`src/rtl/fc_pkg.sv`:
```
`timescale 1ns/1ps
package fc_pkg;

    typedef enum logic [2:0] {
        ST_IDLE,
        ST_CLEAR,
        ST_WAIT,
        ST_GATE,
        ST_SCALE,
        ST_DONE
    } fc_state_e;

    localparam logic [1:0] SEL_LONG  = 2'b00;
    localparam logic [1:0] SEL_MID   = 2'b01;
    localparam logic [1:0] SEL_SHORT = 2'b10;

endpackage

```
`src/rtl/fc_sync_edge.sv`:
```
`timescale 1ns/1ps
module fc_sync_edge (
    input  logic clk,
    input  logic rst_n,
    input  logic din,
    output logic rise
);
    typedef struct packed {
        logic s1;
        logic s2;
        logic s3;
    } sync_t;

    sync_t r_d, r_q;

    always_comb begin
        r_d    = r_q;
        r_d.s1 = din;
        r_d.s2 = r_q.s1;
        r_d.s3 = r_q.s2;
    end

    always_ff @(posedge clk or negedge rst_n) begin
        if (!rst_n) r_q <= '0;
        else        r_q <= r_d;
    end

    assign rise = r_q.s2 & ~r_q.s3;

    // an edge pulse lasts one cycle, so a held level is not counted twice
    p_rise_single_r4: assert property (@(posedge clk) disable iff (!rst_n)
        rise |=> !rise);

endmodule

```
`src/rtl/fc_timebase.sv`:
```
`timescale 1ns/1ps
module fc_timebase #(
    parameter int TB_SHIFT = 3
) (
    input  logic clk,
    input  logic rst_n,
    output logic tick
);
    localparam int PW = (TB_SHIFT < 1) ? 1 : TB_SHIFT;

    logic [PW-1:0] pre_d, pre_q;

    always_comb begin
        pre_d = pre_q + 1'b1;
    end

    always_ff @(posedge clk or negedge rst_n) begin
        if (!rst_n) pre_q <= '0;
        else        pre_q <= pre_d;
    end

    assign tick = &pre_q;

    // ticks are spaced by the prescaler period, never back to back
    p_tick_spacing_r3: assert property (@(posedge clk) disable iff (!rst_n)
        tick |=> !tick);

endmodule

```
`src/rtl/fc_gate_count.sv`:
```
`timescale 1ns/1ps
module fc_gate_count #(
    parameter int W = 32
) (
    input  logic         clk,
    input  logic         rst_n,
    input  logic         clr,
    input  logic         inc,
    output logic [W-1:0] cnt,
    output logic         sat
);
    typedef struct packed {
        logic [W-1:0] cnt;
        logic         sat;
    } cnt_t;

    cnt_t c_d, c_q;

    always_comb begin
        c_d = c_q;
        if (clr) begin
            c_d = '0;
        end else if (inc) begin
            if (&c_q.cnt) c_d.sat = 1'b1;
            else          c_d.cnt = c_q.cnt + 1'b1;
        end
    end

    always_ff @(posedge clk or negedge rst_n) begin
        if (!rst_n) c_q <= '0;
        else        c_q <= c_d;
    end

    assign cnt = c_q.cnt;
    assign sat = c_q.sat;

    // the count moves only on a gated edge or a clear
    p_hold_r4: assert property (@(posedge clk) disable iff (!rst_n)
        (!clr && !inc) |=> ($stable(cnt) && $stable(sat)));

    // saturation is sticky until the next clear
    p_sticky_r6: assert property (@(posedge clk) disable iff (!rst_n)
        (sat && !clr) |=> sat);

    // a clear always returns the counter to zero
    p_clear_r9: assert property (@(posedge clk) disable iff (!rst_n)
        clr |=> (cnt == '0 && !sat));

endmodule

```
`src/rtl/freq_counter.sv`:
```
`timescale 1ns/1ps
module freq_counter #(
    parameter int CNT_W       = 32,
    parameter int TB_SHIFT    = 3,
    parameter int TICKS_LONG  = 500000,
    parameter int TICKS_MID   = 12500,
    parameter int TICKS_SHORT = 10000,
    parameter int SCALE_MID   = 40,
    parameter int SCALE_SHORT = 50
) (
    input  logic             clk,
    input  logic             rst_n,
    input  logic             sig_in,
    input  logic             start,
    input  logic [1:0]       gate_sel,
    output logic             gate_o,
    output logic             done,
    output logic             overflow,
    output logic [CNT_W-1:0] result
);
    import fc_pkg::*;

    localparam int TICK_W = $clog2(TICKS_LONG + 1);
    localparam int FAC_W  = 8;
    localparam int PROD_W = CNT_W + FAC_W;

    typedef struct packed {
        fc_state_e          state;
        logic [1:0]         sel;
        logic [TICK_W-1:0]  ticks;
        logic               ovf;
        logic [CNT_W-1:0]   result;
    } regs_t;

    regs_t r_d, r_q;

    logic             tick;
    logic             rise;
    logic             cnt_clr;
    logic             cnt_inc;
    logic [CNT_W-1:0] cnt;
    logic             cnt_sat;
    logic [FAC_W-1:0] fac;
    logic [PROD_W-1:0] prod;
    logic [TICK_W-1:0] ticks_load;

    fc_sync_edge u_sync (
        .clk   (clk),
        .rst_n (rst_n),
        .din   (sig_in),
        .rise  (rise)
    );

    fc_timebase #(.TB_SHIFT(TB_SHIFT)) u_tb (
        .clk   (clk),
        .rst_n (rst_n),
        .tick  (tick)
    );

    fc_gate_count #(.W(CNT_W)) u_cnt (
        .clk   (clk),
        .rst_n (rst_n),
        .clr   (cnt_clr),
        .inc   (cnt_inc),
        .cnt   (cnt),
        .sat   (cnt_sat)
    );

    // window length and factor both follow the captured code
    always_comb begin
        case (r_q.sel)
            SEL_MID: begin
                ticks_load = TICK_W'(TICKS_MID);
                fac        = FAC_W'(SCALE_MID);
            end
            SEL_SHORT: begin
                ticks_load = TICK_W'(TICKS_SHORT);
                fac        = FAC_W'(SCALE_SHORT);
            end
            default: begin
                ticks_load = TICK_W'(TICKS_LONG);
                fac        = FAC_W'(1);
            end
        endcase
    end

    assign prod    = {{FAC_W{1'b0}}, cnt} * {{CNT_W{1'b0}}, fac};
    assign cnt_inc = rise && (r_q.state == ST_GATE);

    always_comb begin
        r_d     = r_q;
        cnt_clr = 1'b0;
        case (r_q.state)
            ST_IDLE, ST_DONE: begin
                if (start) begin
                    r_d.state = ST_CLEAR;
                    r_d.sel   = gate_sel;
                    r_d.ovf   = 1'b0;
                end
            end
            ST_CLEAR: begin
                cnt_clr   = 1'b1;
                r_d.state = ST_WAIT;
            end
            ST_WAIT: begin
                if (tick) begin
                    r_d.state = ST_GATE;
                    r_d.ticks = ticks_load;
                end
            end
            ST_GATE: begin
                if (tick) begin
                    if (r_q.ticks <= TICK_W'(1)) r_d.state = ST_SCALE;
                    else                         r_d.ticks = r_q.ticks - 1'b1;
                end
            end
            ST_SCALE: begin
                if (cnt_sat || (|prod[PROD_W-1:CNT_W])) begin
                    r_d.ovf    = 1'b1;
                    r_d.result = '1;
                end else begin
                    r_d.ovf    = 1'b0;
                    r_d.result = prod[CNT_W-1:0];
                end
                r_d.state = ST_DONE;
            end
            default: r_d.state = ST_IDLE;
        endcase
    end

    always_ff @(posedge clk or negedge rst_n) begin
        if (!rst_n) begin
            r_q       <= '0;
            r_q.state <= ST_IDLE;
        end else begin
            r_q <= r_d;
        end
    end

    assign gate_o   = (r_q.state == ST_GATE);
    assign done     = (r_q.state == ST_DONE);
    assign overflow = r_q.ovf;
    assign result   = r_q.result;

    // the window opens only just after a timebase boundary
    p_gate_boundary_r3: assert property (@(posedge clk) disable iff (!rst_n)
        $rose(gate_o) |-> $past(tick));

    // a finished result holds until a new start
    p_done_hold_r7: assert property (@(posedge clk) disable iff (!rst_n)
        (done && !start) |=> (done && $stable(result) && $stable(overflow)));

    // an accepted start drops done on the next cycle
    p_start_drop_r2: assert property (@(posedge clk) disable iff (!rst_n)
        (done && start) |=> !done);

    // a start inside the window does not restart the sequence
    p_start_ignored_r8: assert property (@(posedge clk) disable iff (!rst_n)
        (gate_o && start) |=> (gate_o || r_q.state == ST_SCALE));

    // done is reached only through the scaling step
    p_done_after_scale_r5: assert property (@(posedge clk) disable iff (!rst_n)
        $rose(done) |-> ($past(r_q.state) == ST_SCALE));

endmodule

```
`config.mk`:
```
export PLATFORM = sky130hd
export DESIGN_NAME = freq_counter
export DESIGN_NICKNAME = d
export VERILOG_FILES = /design/src/rtl/fc_pkg.sv /design/src/rtl/fc_sync_edge.sv /design/src/rtl/fc_timebase.sv /design/src/rtl/fc_gate_count.sv /design/src/rtl/freq_counter.sv
export SDC_FILE = /design/constraint.sdc
export NUM_CORES = 1
export LEC_CHECK = 0
export BUFFER_PORTS_ARGS = -buffer_cell sky130_fd_sc_hd__buf_2
export CAP_MARGIN = 15
export CORE_ASPECT_RATIO = 1.75
export CORE_MARGIN = 3
export CORE_UTILIZATION = 50
export DETAILED_ROUTE_END_ITERATION = 16
export GPL_ROUTABILITY_DRIVEN = 0
export PLACE_DENSITY = 0.67
export SYNTH_ARGS = -nofsm -noshare
export SYNTH_HDL_FRONTEND = slang
export SYNTH_SLANG_ARGS = --single-unit
```
`constraint.sdc`:
```
create_clock -name clk -period 10.7 [get_ports clk]
set_input_delay 2.14 -clock clk [delete_from_list [all_inputs] [get_ports clk]]
set_output_delay 2.14 -clock clk [all_outputs]
set_load 0.02 [all_outputs]
```
# Yosys cells after proc, flatten, opt, wreduce, memory -nomap -nowiden
# Index checks and enable logic that the tools add are counted.
[word_totals]
reg_bits = 96
latch_bits = 0
ram_bits = 0
romBits = 0
out_inout_bits = 35
wordCells = 67
mem_count = 0
[classes]
addsub = 3
n_mul = 1
n_div = 0
n_lt_le_gt_ge = 1
n_eq_ne = 13
n_shift = 0
mux = 19
n_bitwise = 2
reduce_logical = 17
[op_table]
columns = ["cell", "n"]
rows = [
  ["$mux 33", 3],
  ["$pmux 19 s2", 2],
  ["$mux 19", 3],
  ["$mul 32x8->40", 1],
  ["$add 32x1->32 const B", 1],
  ["$mux 32", 1],
  ["$reduce_and 32->1", 1],
  ["$le 19x1->1 const B", 1],
  ["$sub 19x1->19 const B", 1],
  ["$pmux 3 s5", 1],
  ["$pmux 6 s2", 1],
  ["$mux 3", 3],
  ["$ne 2x2->1 const B", 4],
  ["$reduce_and 2->1", 4],
  ["$reduce_and 4->1", 2],
  ["$reduce_bool 2->1", 4],
  ["$reduce_or 8->1", 1],
  ["$eq 3x2->1 const B", 2],
  ["$eq 3x3->1 const B", 2],
  ["$mux 5", 1],
  ["$ne 2x1->1 const B", 2],
  ["$add 3x1->3 const B", 1],
  ["$eq 3x1->1 const B", 1],
  ["$logic_not 3->1", 1],
  ["10 further kinds", 12],
]

# Longest topological paths before layout
[logic_depth]
word_depth = 7
depth_mapped = 24
ltp_nobuf = 20

# Hierarchy
# Synthesis repeated with hierarchy kept, for this count alone.
[hier_totals]
cells_unflattened = 1310
hier_area_um2 = 10886.7
[by_module_without_submodules]
columns = ["mod", "n_inst", "cells_each", "area_each_um2"]
rows = [
  ["freq_counter", 1, 1097, 8868.5],
  ["fc_gate_count", 1, 203, 1825.5],
  ["fc_timebase", 1, 6, 103.8],
  ["fc_sync_edge", 1, 4, 88.8],
]

# Worst setup path after synthesis
# No wires, ideal clock.
[synth_timing]
kind = "reg2reg"
start = "register r_q[52] (netlist name)"
end = "register r_q, in the netlist result[21]"
setup_ns = 0.082
t_arrival_ns = 5.284
slack_ns = 5.334
path_stages_with_launch = 23
n_path_buf = 5
period_less_slack_ns = 5.366
cell_sequence = "dfrtp_1 inv_1 ha_1 clkbuf_1 clkbuf_1 nor2b_1 fa_1 fa_1 inv_1 fa_1 inv_1 ha_1 clkbuf_1 and4_1 and2_1 or3b_1 a211oi_1 nor3b_1 xor2_1 and3b_1 buf_6 buf_4 a31oi_1"
[synth_via]
elab_chain_len = 6
[synth_lines]
columns = ["item", "line_no", "text"]
rows = [
  ["from (decl)", "freq_counter.sv:35", "regs_t r_d, r_q;"],
  ["from (signal assigned)", "freq_counter.sv:136", "r_q <= r_d;"],
  ["$eq 2x2->1 / $eq 2x1->1 (equally long branches)", "freq_counter.sv:71", "case (r_q.sel)"],
  ["$pmux 6 s2 *", "freq_counter.sv:71", ""],
  ["$mul 32x8->40 *", "freq_counter.sv:87", "assign prod = {{FAC_W{1'b0}}, cnt} * {{CNT_W{1'b0}}, fac};"],
  ["$reduce_or 8->1", "freq_counter.sv:118", "if (cnt_sat || (|prod[PROD_W-1:CNT_W])) begin"],
  ["$logic_or 1x1->1", "freq_counter.sv:118", ""],
  ["$mux 33 *", "freq_counter.sv:118", ""],
]
# Every way passes the cells marked *; elsewhere a longest branch is shown, timed or not.
# A chain may end at the register's enable or synchronous reset.

# Worst setup path after layout
[layout_timing]
start = "register r_q[52] (netlist name)"
end = "register r_q, in the netlist result[22]"
# The elaborated chain is that of the path after synthesis.

==> metrics.txt <==
# TYPE chip_impl_metric gauge
chip_impl_info{name="run_status",value="finished, final reports clean"} 1
chip_impl_metric{name="synth.cell_area",unit="mm²"} 0.0105
chip_impl_info{name="netlist_top_cells_count",value="inv_1 (166), nor2_1 (114), dfrtp_1 (96)"} 1
chip_impl_metric{name="cp.arrival",unit="ns"} 6.81
chip_impl_metric{name="tightestPinTransition",unit="ns"} 1.11
chip_impl_metric{name="initial_antenna_violation_count",unit=""} 0
chip_impl_metric{name="maxClockFrequency",unit="MHz"} 152
chip_impl_info{name="critical_path.cell_chain",value="inv_1 > ha_1 > buf_4 > inv_1 > nand2_1 > fa_1 > inv_1 > fa_1 > fa_1 > ha_1 > a21oi_1 > o21ai_1 > a311o_1 > a2111oi_0 > a21oi_1 > a32oi_1 > and4_1 > buf_16 > a31oi_1"} 1
chip_impl_metric{name="maxSlewHeadroom",unit="%"} 26.3
chip_impl_metric{name="max-cap-violations",unit=""} 0
chip_impl_info{name="netlist_top_cells_area",value="dfrtp_1 (23%), fa_1 (16%), ha_1 (10%), inv_1 (5.9%), and2_1 (4.4%)"} 1
chip_impl_metric{name="yosys.cell_types.count",unit=""} 64
chip_impl_info{name="critPathSlowestCell",value="a2111oi_0"} 1
chip_impl_metric{name="post_synth.cell_area_avg",unit="µm²"} 8.40
chip_impl_metric{name="number_of_enable_flip_flop_cells_after_synthesis",unit=""} 0
chip_impl_metric{name="ctsHoldBuffers",unit=""} 0
chip_impl_metric{name="timing_max_transition_violations_final",unit=""} 0
chip_impl_metric{name="detailedPlacementHpwl",unit="mm"} 20.6
chip_impl_metric{name="routed_wl",unit="mm"} 26.2
chip_impl_metric{name="ys_seq_elements",unit=""} 96
chip_impl_metric{name="fillers",unit=""} 1974
chip_impl_metric{name="syn-instance-count",unit=""} 1256
chip_impl_metric{name="drtAntennaViolNets",unit=""} 0
chip_impl_metric{name="number_of_global_route_vias_before_repair",unit=""} 8939
chip_impl_metric{name="globalRouteOverflowTotal",unit=""} 0
chip_impl_metric{name="place.port_buffers",unit=""} 40
chip_impl_metric{name="setup_slack_of_the_critical_path_after_layout",unit="ns"} 4.12
chip_impl_metric{name="maximum_level_of_the_cts_h_tree",unit=""} 3
chip_impl_metric{name="worst-endpoint-required",unit="ns"} 10.93
chip_impl_metric{name="numCtsBuffers",unit=""} 9
chip_impl_info{name="cp-end-kind",value="flip-flop"} 1
chip_impl_metric{name="areaGrowthSynthToFinish",unit="%"} 3.64
chip_impl_metric{name="fp-row-count",unit=""} 69
chip_impl_metric{name="detailroute.via_count",unit=""} 8500
chip_impl_metric{name="chipHeight",unit="µm"} 198
chip_impl_metric{name="finalSetupTns",unit="ns"} 0
chip_impl_metric{name="power_density",unit="mW/mm²"} 144
chip_impl_metric{name="detail_route.vias_per_cell",unit=""} 5.77
chip_impl_metric{name="dr.pass1.iters",unit=""} 5
chip_impl_metric{name="final_period_minus_worst_setup_slack",unit="ns"} 6.58
chip_impl_metric{name="synthesized_nets",unit=""} 1431
chip_impl_metric{name="cts_sinks",unit=""} 96
chip_impl_metric{name="initial_utilization",unit="%"} 51.3
chip_impl_metric{name="drt_iter0_drc",unit=""} 445
chip_impl_info{name="netlist.top_cell.by_area",value="dfrtp_1"} 1
chip_impl_metric{name="yosys_warnings",unit=""} 0
chip_impl_metric{name="die_w",unit="µm"} 116
chip_impl_info{name="setup.worst_path.start_class",value="flip-flop"} 1
chip_impl_info{name="synthFlopType",value="dfrtp_1"} 1
chip_impl_metric{name="worst_skew_pair.late_latency",unit="ns"} 0.37
chip_impl_metric{name="final_layout_size_suffix_gt1_share",unit="%"} 6.69
chip_impl_metric{name="core",unit="mm²"} 0.0205
chip_impl_metric{name="route.detailed.drc",unit=""} 0
chip_impl_metric{name="numnets_final",unit=""} 1395
chip_impl_metric{name="static-leakage-power",unit="µW"} 0.00527
chip_impl_info{name="clockRootBuffer",value="clkbuf_16"} 1
chip_impl_metric{name="clock_input_transition_at_the_sequential_cells_of_the_worst_setup_and_hold_paths",unit="ns"} 0.07
chip_impl_info{name="tritoncts_clock_tree",value="yes"} 1
chip_impl_info{name="critical-path-top-delay-family",value="adder cells"} 1
chip_impl_metric{name="num_antenna_cells",unit=""} 0
chip_impl_metric{name="grt_pass1_wl",unit="mm"} 44.0
chip_impl_metric{name="asyncSetResetFlopFracSynth",unit="%"} 100
chip_impl_metric{name="synth_top_cell_area_share",unit="%"} 22.8
chip_impl_metric{name="avgRoutedWirePerCell",unit="µm"} 17.8
chip_impl_metric{name="cts.repair.resized",unit=""} 0
chip_impl_metric{name="final_min_period_over_clock_period",unit="%"} 61.5
chip_impl_info{name="criticalPathCategory",value="reg -> reg"} 1
chip_impl_metric{name="post-cts-setup-buffers",unit=""} 0
chip_impl_metric{name="hold_violations",unit=""} 0
chip_impl_info{name="min_path_type",value="reg -> reg"} 1
chip_impl_metric{name="cp_max_fo",unit=""} 61
chip_impl_metric{name="die_area",unit="mm²"} 0.0229
chip_impl_metric{name="io-pin-count",unit=""} 41
chip_impl_metric{name="setup_viol",unit=""} 0
chip_impl_metric{name="pin_count_of_the_biggest_net_entering_global_routing",unit=""} 66
chip_impl_metric{name="synth.yosys.seq_area_share",unit="%"} 22.8
chip_impl_metric{name="critical_path_buf_inv_count",unit=""} 5
chip_impl_metric{name="ir_worst_vdd",unit="V"} 0.000105
chip_impl_metric{name="placement.setup.worst_slack",unit="ns"} 4.02
chip_impl_metric{name="clock_skew",unit="ns"} 0.0104
chip_impl_metric{name="globalRouteTotalUtil",unit="%"} 24.2
chip_impl_metric{name="cts-root-to-sink-buffers",unit=""} 2
chip_impl_metric{name="worst_path_largest_cell_delay",unit="ns"} 0.62
chip_impl_info{name="rsz0062_at_grt",value="false"} 1
chip_impl_info{name="yosysMostFrequentCell",value="inv_1"} 1
-- sequential cells by signal, indices dropped and copies added, names as in the netlist --
signal,flops
u_sync.r_q,1
u_cnt.sat,1
r_q,24
overflow,1
u_tb.pre_q,3
u_cnt.cnt,32
u_sync.r_d,2
result,32
-- routing by layer --
layer,vias up,track usage (%),wire length [µm]
met5,-,0,0
met4,0,15.5,1780
met3,92,2.45,494
met2,168,45.9,14700
met1,4173,24.5,9180
li1,4067,-,-
-- logic make-up (layout without fill, tap and decap cells) --
group	after synthesis	in the layout	synth area share [%]
xor gates and xnor gates	70	70	5.81
buffers and inverters	261	230	11.0
adders and majority gates	169	169	25.9
DFF	96	96	22.8
and+or+nand+nor	417	417	19.9
AOI/OAI and AO/OA	241	241	14.5
muxes	2	2	0.202
-- stage by stage --
stage / hold WS [ns] / total power (µW) / area (µm²) / utilization (%) / std cells
final: 0.353 / 1580 / 10900 / 53.2 / 1473
after global routing: 0.371 / 1690 / 10900 / 53.2 / 1473
after CTS: 0.359 / 1590 / 10900 / 52.9 / 1471
after detailed placement: 0.341 / 1260 / 10600 / 51.5 / 1455
after global placement: 0.333 / 1240 / 10600 / 51.5 / 1455
after floorplan: 0.331 / 1100 / 10500 / - / 1256
-- worst paths after layout --
| check | from | depth (start not counted) | slack (ns) | endpoint |
|---|---|---|---|---|
| worst max-delay path | r_q[52] | 19 | 4.12 | result[22] |
| worst min-delay path | u_sync.r_d[1] | 0 | 0.35 | u_sync.r_d[0] |
| worst max register to register | r_q[52] | 19 | 4.12 | result[22] |
| worst min register to register | u_sync.r_d[1] | 0 | 0.35 | u_sync.r_d[0] |
| max in group asynchronous | rst_n | 2 | 7.78 | result[20] |
| min in group asynchronous | rst_n | 1 | 1.70 | r_q[54] |
-- power by group --
group	internal (µW)	switching [µW]
Combinational	215	484
Clock	170	159
Sequential	460	89.0
Total	844	732
-- layout make-up --
class                   instances  area, µm²  share of cell area (%)
clock inverters                 6       61.3                   0.561
clock buffers                  10        239                    2.19
multi-input cells             899       6990                    64.0
inverters                     166        623                    5.70
repair buffers                 48        303                    2.77
flip-flops and latches         96       2400                    22.0
well taps                     248        310                    2.84
-- layout by cell type (no fill, tap or decap), drive strengths merged, types with 37 or more instances in the layout --
master  instances
a21oi          63
a31oi          40
and2           75
buf            48
dfrtp          96
fa             82
ha             87
inv           169
nand2          89
nor2          114
o21ai          51
xnor2          37
(Power assumes the default switching activity.)
